`config.mk`:
```
export PLATFORM = sky130hd
export DESIGN_NAME = bcd_rtc_core
export DESIGN_NICKNAME = d
export VERILOG_FILES = /design/src/rtl/rtc_pkg.sv /design/src/rtl/rtc_prescaler.sv /design/src/rtl/rtc_calendar.sv /design/src/rtl/rtc_alarm_match.sv /design/src/rtl/bcd_rtc_core.sv
export SDC_FILE = /design/constraint.sdc
export NUM_CORES = 1
export LEC_CHECK = 0
export BUFFER_PORTS_ARGS = -buffer_cell sky130_fd_sc_hd__buf_2
export CAP_MARGIN = 20
export CELL_PAD_IN_SITES_DETAIL_PLACEMENT = 0
export CELL_PAD_IN_SITES_GLOBAL_PLACEMENT = 1
export CORE_MARGIN = 2
export CORE_UTILIZATION = 47
export CTS_CLUSTER_SIZE = 12
export DETAILED_ROUTE_END_ITERATION = 10
export GPL_ROUTABILITY_DRIVEN = 0
export GPL_TIMING_DRIVEN = 0
export PLACE_DENSITY_LB_ADDON = 0.1
export SKIP_CTS_REPAIR_TIMING = 1
export SLEW_MARGIN = 20
export SYNTH_ARGS = -nofsm -noshare
export SYNTH_HDL_FRONTEND = slang
export SYNTH_SLANG_ARGS = --single-unit
export TNS_END_PERCENT = 5
```
`constraint.sdc`:
```
create_clock -name clk -period 4 [get_ports clk]
set_input_delay 0.2 -clock clk [delete_from_list [all_inputs] [get_ports clk]]
set_output_delay 0.2 -clock clk [all_outputs]
set_load 0.02 [all_outputs]
```
`src/rtl/rtc_pkg.sv`:
```
package rtc_pkg;
  localparam int NFIELD = 6;
  localparam int F_SEC  = 0;
  localparam int F_MIN  = 1;
  localparam int F_HOUR = 2;
  localparam int F_DAY  = 3;
  localparam int F_MON  = 4;
  localparam int F_YEAR = 5;

  typedef logic [7:0] bcd_t;
  typedef logic [NFIELD-1:0][7:0] cal_t;

  // status bit positions
  localparam int ST_BUSY  = 0;
  localparam int ST_RUN   = 1;
  localparam int ST_TICK  = 2;
  localparam int ST_ALARM = 6;
  // interrupt enable bit positions
  localparam int IE_TICK  = 2;
  localparam int IE_ALARM = 3;

  function automatic bcd_t bcd_inc(input bcd_t v);
    bcd_t r;
    if (v[3:0] >= 4'd9) r = {v[7:4] + 4'd1, 4'd0};
    else                r = {v[7:4], v[3:0] + 4'd1};
    return r;
  endfunction

  // two-digit BCD year divisible by four
  function automatic logic bcd_leap(input bcd_t y);
    logic r;
    if (!y[4]) r = (y[3:0] == 4'd0) || (y[3:0] == 4'd4) || (y[3:0] == 4'd8);
    else       r = (y[3:0] == 4'd2) || (y[3:0] == 4'd6);
    return r;
  endfunction

  function automatic bcd_t month_last_day(input bcd_t m, input bcd_t y);
    bcd_t r;
    case (m)
      8'h02:                      r = bcd_leap(y) ? 8'h29 : 8'h28;
      8'h04, 8'h06, 8'h09, 8'h11: r = 8'h30;
      default:                    r = 8'h31;
    endcase
    return r;
  endfunction
endpackage

```
`src/rtl/rtc_prescaler.sv`:
```
module rtc_prescaler #(
  parameter int PRESC_W = 15
) (
  input  logic clk,
  input  logic rst,
  input  logic run,
  input  logic tick_en,
  input  logic clr,
  output logic sec_stb,
  output logic busy
);
  localparam logic [PRESC_W-1:0] LAST = {PRESC_W{1'b1}};

  logic [PRESC_W-1:0] cnt;

  assign busy    = run && (cnt == LAST);
  assign sec_stb = busy && tick_en && !clr;

  always_ff @(posedge clk) begin
    if (rst || clr)          cnt <= '0;
    else if (run && tick_en) cnt <= cnt + 1'b1;
  end

  a_r3_frozen_when_stopped: assert property (@(posedge clk) disable iff (rst)
    (!run && !clr) |=> $stable(cnt));
  a_r4_busy_held_until_pulse: assert property (@(posedge clk) disable iff (rst)
    (busy && !tick_en && !clr) |=> (cnt == LAST));
  a_r3_wrap_after_second: assert property (@(posedge clk) disable iff (rst)
    sec_stb |=> (cnt == '0));
endmodule

```
`src/rtl/rtc_calendar.sv`:
```
module rtc_calendar
  import rtc_pkg::*;
(
  input  logic              clk,
  input  logic              rst,
  input  logic              step,
  input  logic [NFIELD-1:0] wr_en,
  input  bcd_t              wr_data,
  output cal_t              now
);
  localparam cal_t RESET_TIME = {8'h00, 8'h01, 8'h01, 8'h00, 8'h00, 8'h00};

  cal_t nxt;
  logic [NFIELD:0] carry;
  logic [NFIELD-1:0] at_top;
  bcd_t [NFIELD-1:0] top_val;
  bcd_t [NFIELD-1:0] wrap_val;

  always_comb begin
    top_val[F_SEC]   = 8'h59;
    top_val[F_MIN]   = 8'h59;
    top_val[F_HOUR]  = 8'h23;
    top_val[F_DAY]   = month_last_day(now[F_MON], now[F_YEAR]);
    top_val[F_MON]   = 8'h12;
    top_val[F_YEAR]  = 8'h99;
    wrap_val[F_SEC]  = 8'h00;
    wrap_val[F_MIN]  = 8'h00;
    wrap_val[F_HOUR] = 8'h00;
    wrap_val[F_DAY]  = 8'h01;
    wrap_val[F_MON]  = 8'h01;
    wrap_val[F_YEAR] = 8'h00;
  end

  assign carry[0] = step;

  genvar k;
  generate
    for (k = 0; k < NFIELD; k++) begin : g_field
      assign at_top[k]  = (now[k] >= top_val[k]);
      assign carry[k+1] = carry[k] && at_top[k];
      assign nxt[k]     = !carry[k] ? now[k] : (at_top[k] ? wrap_val[k] : bcd_inc(now[k]));

      always_ff @(posedge clk) begin
        if (rst)           now[k] <= RESET_TIME[k];
        else if (wr_en[k]) now[k] <= wr_data;
        else               now[k] <= nxt[k];
      end
    end
  endgenerate

  a_r5_seconds_wrap: assert property (@(posedge clk) disable iff (rst)
    (step && now[F_SEC] == 8'h59 && !wr_en[F_SEC]) |=> (now[F_SEC] == 8'h00));
  a_r7_hold_when_idle: assert property (@(posedge clk) disable iff (rst)
    (!step && wr_en == '0) |=> $stable(now));
endmodule

```
`src/rtl/rtc_alarm_match.sv`:
```
module rtc_alarm_match
  import rtc_pkg::*;
(
  input  logic              clk,
  input  logic              rst,
  input  cal_t              now,
  input  logic [NFIELD-1:0] wr_en,
  input  bcd_t              wr_data,
  output cal_t              alarm,
  output logic              hit
);
  logic equal;
  logic equal_q;

  assign equal = (now == alarm);
  assign hit   = equal && !equal_q;

  genvar k;
  generate
    for (k = 0; k < NFIELD; k++) begin : g_alm
      always_ff @(posedge clk) begin
        if (rst)           alarm[k] <= 8'h00;
        else if (wr_en[k]) alarm[k] <= wr_data;
      end
    end
  endgenerate

  always_ff @(posedge clk) begin
    if (rst) equal_q <= 1'b0;
    else     equal_q <= equal;
  end

  a_r8_hit_single_cycle: assert property (@(posedge clk) disable iff (rst)
    hit |=> !hit);
endmodule

```
`src/rtl/bcd_rtc_core.sv`:
```
module bcd_rtc_core
  import rtc_pkg::*;
#(
  parameter int PRESC_W = 15,
  parameter int ADDR_W  = 8
) (
  input  logic              clk,
  input  logic              rst,
  input  logic              tick_en,
  input  logic              bus_sel,
  input  logic              bus_wr,
  input  logic [ADDR_W-1:0] bus_addr,
  input  logic [7:0]        bus_wdata,
  output logic [7:0]        bus_rdata,
  output logic              irq_timer,
  output logic              irq_alarm
);
  localparam logic [ADDR_W-1:0] OFS_ALARM = ADDR_W'(8'h20);
  localparam logic [ADDR_W-1:0] OFS_CTRL  = ADDR_W'(8'h40);
  localparam logic [ADDR_W-1:0] OFS_STAT  = ADDR_W'(8'h44);
  localparam logic [ADDR_W-1:0] OFS_IE    = ADDR_W'(8'h48);

  logic wr_acc, rd_acc;
  logic [NFIELD-1:0] time_we, alarm_we;
  logic run, st_tick, st_alarm, ie_tick, ie_alarm;
  logic sec_stb, busy, alarm_hit;
  cal_t now, alarm;
  logic [7:0] status, rd_mux;

  assign wr_acc = bus_sel && bus_wr;
  assign rd_acc = bus_sel && !bus_wr;

  always_comb begin
    for (int k = 0; k < NFIELD; k++) begin
      time_we[k]  = wr_acc && (bus_addr == ADDR_W'(4 * k));
      alarm_we[k] = wr_acc && (bus_addr == OFS_ALARM + ADDR_W'(4 * k));
    end
  end

  rtc_prescaler #(.PRESC_W(PRESC_W)) u_presc (
    .clk(clk), .rst(rst), .run(run), .tick_en(tick_en),
    .clr(time_we[F_SEC]), .sec_stb(sec_stb), .busy(busy)
  );

  rtc_calendar u_cal (
    .clk(clk), .rst(rst), .step(sec_stb), .wr_en(time_we),
    .wr_data(bus_wdata), .now(now)
  );

  rtc_alarm_match u_alm (
    .clk(clk), .rst(rst), .now(now), .wr_en(alarm_we),
    .wr_data(bus_wdata), .alarm(alarm), .hit(alarm_hit)
  );

  // control, flags and enables
  always_ff @(posedge clk) begin
    if (rst) begin
      run      <= 1'b0;
      st_tick  <= 1'b0;
      st_alarm <= 1'b0;
      ie_tick  <= 1'b0;
      ie_alarm <= 1'b0;
    end else begin
      if (wr_acc && bus_addr == OFS_CTRL) run <= bus_wdata[0];
      if (wr_acc && bus_addr == OFS_IE) begin
        ie_tick  <= bus_wdata[IE_TICK];
        ie_alarm <= bus_wdata[IE_ALARM];
      end
      if (sec_stb)                                          st_tick <= 1'b1;
      else if (wr_acc && bus_addr == OFS_STAT && bus_wdata[ST_TICK]) st_tick <= 1'b0;
      if (alarm_hit)                                         st_alarm <= 1'b1;
      else if (wr_acc && bus_addr == OFS_STAT && bus_wdata[ST_ALARM]) st_alarm <= 1'b0;
    end
  end

  always_comb begin
    status           = 8'h00;
    status[ST_BUSY]  = busy;
    status[ST_RUN]   = run;
    status[ST_TICK]  = st_tick;
    status[ST_ALARM] = st_alarm;
  end

  always_comb begin
    rd_mux = 8'h00;
    for (int k = 0; k < NFIELD; k++) begin
      if (bus_addr == ADDR_W'(4 * k))             rd_mux = now[k];
      if (bus_addr == OFS_ALARM + ADDR_W'(4 * k)) rd_mux = alarm[k];
    end
    if (bus_addr == OFS_CTRL) rd_mux = {7'b0, run};
    if (bus_addr == OFS_STAT) rd_mux = status;
    if (bus_addr == OFS_IE)   rd_mux = {4'b0, ie_alarm, ie_tick, 2'b0};
  end

  always_ff @(posedge clk) begin
    if (rst) begin
      bus_rdata <= 8'h00;
      irq_timer <= 1'b0;
      irq_alarm <= 1'b0;
    end else begin
      if (rd_acc) bus_rdata <= rd_mux;
      irq_timer <= ie_tick && st_tick;
      irq_alarm <= ie_alarm && st_alarm;
    end
  end

  a_r9_tick_sets_flag: assert property (@(posedge clk) disable iff (rst)
    sec_stb |=> st_tick);
  a_r8_hit_sets_flag: assert property (@(posedge clk) disable iff (rst)
    alarm_hit |=> st_alarm);
  a_r10_alarm_irq: assert property (@(posedge clk) disable iff (rst)
    irq_alarm == $past(ie_alarm && st_alarm));
  a_r10_timer_irq: assert property (@(posedge clk) disable iff (rst)
    irq_timer == $past(ie_tick && st_tick));
endmodule

```
==> impl_results.md, run 1 <==
- Status: finished, final reports clean
- PwrDens: 351 nW/um^2
- CTS Sinks: 127
- Fmax: 276 MHz
- Largest net degree at the start of global routing: 17
- Worst Hold Depth: 3
- TritonCTS Buffers: 17
- Via count: ~8100
- Most instantiated cells after synthesis: 145 x nor2_1, 127 x dfxtp_1, 83 x nand2_1, 59 x clkbuf_1, 59 x o21ai_0
- MaxCap Viol Count: 0
- CP Max Fanout: 10
- Final Total Pwr: 3230 uW
- Critical Path RT: between 4000 and 5000 ps
- Die height: between 100 and 150 um
- H-tree levels: 4
- RR Startpoint: u_cal.now[32]
- Initial cell density of the core: 0.475
- FP Rows: 48
- Synth Net Count: 1087
- RR Endpoint: u_cal.now[28]
- CTS root buffer: clkbuf_16
- Final Max Slew Viols: 0
- Minimum clock period: 3620 ps
- CP Class: register to register
- Share of cells above drive strength 1: 0.0782
- Top-count cell post-synth: nor2_1
- Number of DRC violations after detailed-routing iteration 0: between 900 and 1000
- Nets: 1133
- Setup TNS Final: 0 ps
- Gr usage total: 0.337
- Hold_sp: bus_wdata[4]
- Ys flop type: dfxtp_1
- Full die area: 18300 sq um
- Die X: 135 um
- Clk_skew: 9.49 ps
- Finished Core Util: 0.539
- Io pins: 31
- Antenna violations before repair: 1
- Area added between synthesis and finish: 13.6%
- Pre-CTS setup slack: 269 ps
- Bufs on Longest Clock Path: 2
- Area leader, netlist: dfxtp_1
- Sequential cell area fraction in the yosys report: 0.314
- Slew HR: 0.258
- Clock slew seen by the registers of the worst setup and hold paths: approximately 60 ps
- Worst path arrival time: 3970 ps
- Total wire length: 30200 um
- Pleak: 0.00323 uW
- Placed Area: about 8500 sq um
- Worst Setup End Kind: register
- Design Area, Final: 9200 sq um
- Drc violations: 0
- Vias/cell: 6.21
- Port bufs: 27
- Worst VDD drop: 0.000297 V
- Hold Crit Endpoint: u_cal.now[4]
- Overflow after GRT: 0
- First-pass DRT Iterations: 5
- Netlist cell types: 70
- Post-DRT Antenna Nets: 0
- CP Launch Type: register
- # setup viols final: 0
- Top cell type's share of synthesized area: 0.314
- Min-Delay Path Class: input pin to register
- TritonCTS clock tree: done
- Final antenna diode count: 0
- Vias in the first global route: between 7000 and 8000
- Final setup margin: 379 ps
- Worst skew pair latency: 430 ps
- Slew at the pin closest to its max-slew limit: 1100 ps
- Seq cells post-synth: 127
- Unrepaired setup endpoints after global routing: no
- Cell depth of the worst flop-to-flop path: 14
- Synth Instances: 1028
- Period Utilization, post-route: 0.905
- Hold Fails Final Rpt: 0
- First-pass GRT wire length: 45500 um
- Synth Area per Inst: 7.88 sq um
- DP HPWL: 22300 um
- Post-synth EDFFs: 0
- Drt wl/cell: 23.0 um
- Synth Warn #: 0
- R2R Setup Slk: 380 ps
- Area contributors post-synth: dfxtp_1 31%, nor2_1 6.7%, mux2i_1 6.5%, ha_1 5.9%, xnor2_1 3.9%
- Synth async-reset ratio: 0
- Core area: 17100 sq um
- Netlist Area Pre-Place: 8100 sq um
-- state kept, by name, indices dropped and copies added, names as in the netlist, 8 cells and up --
name and cells:
u_cal.now 48, bus_rdata 8, u_presc.cnt 15, u_alm.alarm 48
-- cells by family after synthesis --
family,Yosys count,synth area share
AO/OA/AOI/OAI,229,0.188
XOR/XNOR,62,0.0670
adder cells (fa/ha/maj),38,0.0587
buffers and inverters,99,0.0470
flip-flops,127,0.314
multiplexers,58,0.0738
AND/OR/NAND/NOR,415,0.252
-- area by class of cell --
| class | count | area, sq um |
|---|---|---|
| buffer | 66 | 258 |
| tap | 225 | 282 |
| timing repair buffer | 28 | 143 |
| clock inverter | 9 | 179 |
| fill | 1683 | 7860 |
| clock buffer | 23 | 488 |
| multi-input combinational | 802 | 5190 |
| inverter | 32 | 120 |
| sequential | 127 | 2540 |
-- layout by cell type (no fill, tap or decap), types with 11 or more instances in the layout --
master / n
nor2_1: 145
dfxtp_1: 127
nand2_1: 83
clkbuf_1: 59
o21ai_0: 59
mux2i_1: 53
a21oi_1: 45
ha_1: 38
xnor2_1: 36
nor3_1: 33
inv_1: 32
nand3_1: 31
nand4_1: 28
a211oi_1: 28
buf_2: 28
xor2_1: 26
clkbuf_16: 17
nor2b_1: 14
nand2b_1: 12
and3_1: 11
-- critical path, stage by stage (launching register included) --
cell      delay [ps]
dfxtp_1          560
inv_1            150
ha_1             260
nor2_1           110
nor4bb_1          50
o21ai_0          250
mux2_2           210
ha_1             220
or4b_2           600
nand4_1          140
nand2_1          130
clkbuf_1         290
nor3_1           250
a21oi_1           90
a211oi_1         230
-- power breakdown --
part / leakage [uW] / internal, uW / switching (uW)
clock network: 0.000320 / 1170 / 599
registers: 0.00102 / 1270 / 3.88
logic: 0.00189 / 42.2 / 145
-- per-layer routing --
| layer | up-vias | GRT usage | share of wire |
|---|---|---|---|
| met5 | - | 0 | 0.00043 |
| met4 | 2 | 0.167 | 0.053 |
| met3 | 92 | 0.0845 | 0.088 |
| met2 | 369 | 0.508 | 0.44 |
| met1 | 3895 | 0.448 | 0.42 |
| li1 | 3786 | - | - |
-- stage by stage --
step | instances | hold slack [ps]
after floorplan | 1028 | 338
after global placement | 1280 | 458
after detailed placement | 1281 | 466
after CTS | 1313 | 98.4
after global routing | 1312 | 109
final | 1312 | 87.8
-- worst max-delay path by stage --
stage	from	endpoint	slack, ps	depth (start not counted)
after floorplan	u_cal.now[32]	u_cal.now[24]	810	14
after global placement	u_cal.now[35]	u_cal.now[24]	230	13
after detailed placement	u_cal.now[33]	u_cal.now[29]	270	12
after CTS	u_cal.now[35]	u_cal.now[29]	250	12
after global routing	u_cal.now[37]	u_cal.now[28]	150	14
final	u_cal.now[32]	u_cal.now[28]	380	14
Power figures use the tool's default switching activity.
==> run 2, diff against run 1 <==
CORE_UTILIZATION = 48   (was 47)
SYNTH_HIERARCHICAL = 1   (was unset)
==> impl_results.md, run 2 <==
- CP Launch Type: register (unchanged)
- Number of DRC violations after detailed-routing iteration 0: 953 (was 923)
- PwrDens: 318 nW/um^2 (was 351 nW/um^2)
- Regs by FF count: u_alm/alarm x48, u_cal/now x48, u_presc/cnt x15 (was u_alm.alarm x48, u_cal.now x48, u_presc.cnt x15)
- Synth Warn #: 6 (was 0)
- Worst path max stage delay: 630 ps (was 600 ps)
- Worst path arrival time: 4000 ps (was 3970 ps)
- MaxCap Viol Count: 0 (unchanged)
- Hold_sp: tick_en (was bus_wdata[4])
- Die height: 137 um (was 135 um)
- Cell occurring most often along the worst timing path: ha_1 (unchanged)
- TritonCTS clock tree: done (unchanged)
- Seq cells post-synth: 127 (unchanged)
- First-pass GRT wire length: 45600 um (was 45500 um)
- TritonCTS Buffers: 17 (unchanged)
- Die X: 137 um (was 135 um)
- Top-count cell post-synth: dfxtp_1 (was nor2_1)
- Pre-CTS setup slack: -435 ps (was 269 ps)
- Finished Core Util: 0.551 (was 0.539)
- CP Class: register to register (unchanged)
- Gr usage total: 0.328 (was 0.337)
- Vias in the first global route: 7602 (was 7506)
- DP HPWL: 21700 um (was 22300 um)
- Top cell type's share of synthesized area: 0.299 (was 0.314)
- Worst Setup End Kind: register (unchanged)
- Overflow after GRT: 0 (unchanged)
- Cell depth of the worst flop-to-flop path: 12 (was 14)
- Filler cells: 1691 (was 1683)
- Most instantiated cells after synthesis: 127 x dfxtp_1, 118 x nor2_1, 66 x mux2i_1, 65 x a21oi_1, 60 x nand2_1 (was 145 x nor2_1, 127 x dfxtp_1, 83 x nand2_1, 59 x clkbuf_1, 59 x o21ai_0)
- Minimum clock period: 3660 ps (was 3620 ps)
- RR Startpoint: u_cal/now[37] (was u_cal.now[32])
- Synth Area per Inst: 8.33 sq um (was 7.88 sq um)
- Pleak: 0.00357 uW (was 0.00323 uW)
- R2R Setup Slk: 340 ps (was 380 ps)
- Status: finished, final reports clean (unchanged)
- Ys flop type: dfxtp_1 (unchanged)
- Crit-path cells: inv_1, ha_1, mux2_2, nand2_1, o21ai_0, a21oi_1, ha_1, nand3_1, o211ai_1, nand4_1, or4_1, a31oi_1 (was inv_1, ha_1, nor2_1, nor4bb_1, o21ai_0, mux2_2, ha_1, or4b_2, nand4_1, nand2_1, clkbuf_1, nor3_1, a21oi_1, a211oi_1)
- Netlist Area Pre-Place: 8510 sq um (was 8100 sq um)
- CP max-delay cell: or4_1 (was or4b_2)
- Synth async-reset ratio: 0 (unchanged)
- Via count: 8333 (was 8144)
- Clk_skew: 9.71 ps (was 9.49 ps)
- Most frequent cells in the layout: 127 x dfxtp_1, 117 x nor2_1, 66 x mux2i_1 (was 145 x nor2_1, 127 x dfxtp_1, 83 x nand2_1)
- Slew HR: 0.354 (was 0.258)
- Final Max Slew Viols: 0 (unchanged)
- Area contributors post-synth: dfxtp_1 30%, mux2i_1 7.8%, ha_1 5.6%, xor2_1 5.2%, nor2_1 5.2% (was dfxtp_1 31%, nor2_1 6.7%, mux2i_1 6.5%, ha_1 5.9%, xnor2_1 3.9%)
- Clock slew seen by the registers of the worst setup and hold paths: 60 ps (about the same)
- CP top delay family: simple AND/OR/NAND/NOR gates (unchanged)
- Fmax: 274 MHz (was 276 MHz)
- Io pins: 31 (unchanged)
- Drc violations: 0 (unchanged)
- Share of cells above drive strength 1: 0.122 (was 0.0782)
- Total wire length: 30300 um (was 30200 um)
- Unrepaired setup endpoints after global routing: no (unchanged)
- Post-synth EDFFs: 0 (unchanged)
- FP Rows: 48 (unchanged)
- Hold slack: 183 ps (was 87.8 ps)
- Nets: 1127 (was 1133)
- Hold Fails Final Rpt: 0 (unchanged)
- Final antenna diode count: 0 (unchanged)
- H-tree levels: 4 (unchanged)
- Critical Path RT: 4350 ps (about the same)
- # setup viols final: 0 (unchanged)
- CP Max Fanout: 7 (was 10)
- Initial cell density of the core: 0.492 (was 0.475)
- Design Area, Final: 9520 sq um (was 9200 sq um)
- Post-DRT Antenna Nets: 0 (unchanged)
- Final setup margin: 345 ps (was 379 ps)
- Synth Net Count: 1080 (was 1087)
- Area leader, netlist: dfxtp_1 (unchanged)
- Commonest non-fill, non-tap cell in the layout: dfxtp_1 (was nor2_1)
- Largest net degree at the start of global routing: 19 (was 17)
- Placed Area: 8940 sq um (was 8540 sq um)
- Hold Crit Endpoint: u_presc/cnt[2] (was u_cal.now[4])
- Worst skew pair latency: 430 ps (about the same)
- Worst Path Buf+Inv: 1 (was 2)
- Netlist cell types: 89 (was 70)
- Drt wl/cell: 23.2 um (was 23.0 um)
- Critical Path Stages: 12 (was 14)
- Antenna violations before repair: 0 (was 1)
- Slew at the pin closest to its max-slew limit: 945 ps (was 1100 ps)
- Period Utilization, post-route: 0.914 (was 0.905)
- Sequential cell area fraction in the yosys report: 0.299 (was 0.314)
- First-pass DRT Iterations: 5 (unchanged)
- RR Endpoint: u_cal/now[43] (was u_cal.now[28])
- Synth Instances: 1021 (was 1028)
- Core area: 17300 sq um (was 17100 sq um)
- Vias/cell: 6.39 (was 6.21)
- Min-Delay Path Class: input pin to register (unchanged)
- Placed cells: 1274 (was 1281)
- Port bufs: 27 (unchanged)
- Area added between synthesis and finish: 11.9% (was 13.6%)
- Worst VDD drop: 0.000309 V (was 0.000297 V)
- Final Non-Filler Cells: 1304 (was 1312)
- Full die area: 18800 sq um (was 18300 sq um)
- CTS root buffer: clkbuf_16 (unchanged)
- Worst Hold Depth: 4 (was 3)
- Bufs on Longest Clock Path: 2 (unchanged)
- CTS Sinks: 127 (unchanged)
==> run 2: changes by cell type after synthesis, moves of 20 or more <==
cell      delta
clkbuf_1    -35
xnor2_1     -35
nor2_1      -27
xor2_1      +25
nand2_1     -23
a21oi_1     +20
==> run 2: worst reg2reg max path: cells and delay by family, from the launching register on <==
| kind | cells | cell delay [ps] |
|---|---|---|
| simple gates | 4 | 1220 |
| compound gates | 4 | 1020 |
| flops | 1 | 550 |
| fa+ha+maj | 2 | 380 |
| mux | 1 | 260 |
| buf+inv | 1 | 140 |
==> run 2: layout make-up <==
| class | count | area [sq um] | area share |
|---|---|---|---|
| Multi-Input combinational cell | 803 | 5570 | 0.584 |
| Inverter | 37 | 139 | 0.0146 |
| Timing Repair Buffer | 28 | 140 | 0.0147 |
| Clock inverter | 5 | 80.1 | 0.00841 |
| Tap cell | 225 | 282 | 0.0296 |
| Sequential cell | 127 | 2540 | 0.267 |
| Buffer | 54 | 280 | 0.0294 |
| Clock buffer | 25 | 495 | 0.0520 |
==> run 2: routing by layer <==
metal	GRT usage	routed length, um	vias to the layer above
li1	-	-	3878
met5	0	0	-
met2	0.480	12700	425
met1	0.459	13800	3940
met3	0.0763	2490	90
met4	0.141	1330	0
==> run 2: worst max path at each step <==
stage,start,end
floorplan,bus_addr[7],u_cal/now[38]
global placement,bus_sel,u_cal/now[32]
detailed placement,bus_addr[6],u_cal/now[36]
CTS,bus_addr[6],u_cal/now[36]
global route,u_cal/now[37],u_cal/now[43]
finish,u_cal/now[37],u_cal/now[43]
==> run 2: cells by family after synthesis <==
kind of cell | Yosys count | share of synthesized area
and+or+nand+nor | 391 | 0.253
buffers and inverters | 91 | 0.0493
AOI/OAI and AO/OA | 246 | 0.197
muxes | 76 | 0.0922
adders and majority gates | 38 | 0.0559
DFF | 127 | 0.299
xor gates and xnor gates | 52 | 0.0535
==> run 2: metrics by stage <==
| step | total power [uW] | TNS [ps] |
|---|---|---|
| floorplan | 1410 | 0 |
| global placement | 1500 | -17650 |
| detailed placement | 1500 | -4500 |
| CTS | 3040 | 0 |
| global route | 3110 | 0 |
| finish | 3030 | 0 |
==> run 2: power by group <==
part	internal (uW)	total, uW	leakage, uW	switching [uW]
combinational	56.7	205	0.00227	148
clock	976	1560	0.000275	582
sequential	1270	1270	0.00102	2.81
total	2300	3030	0.00357	733
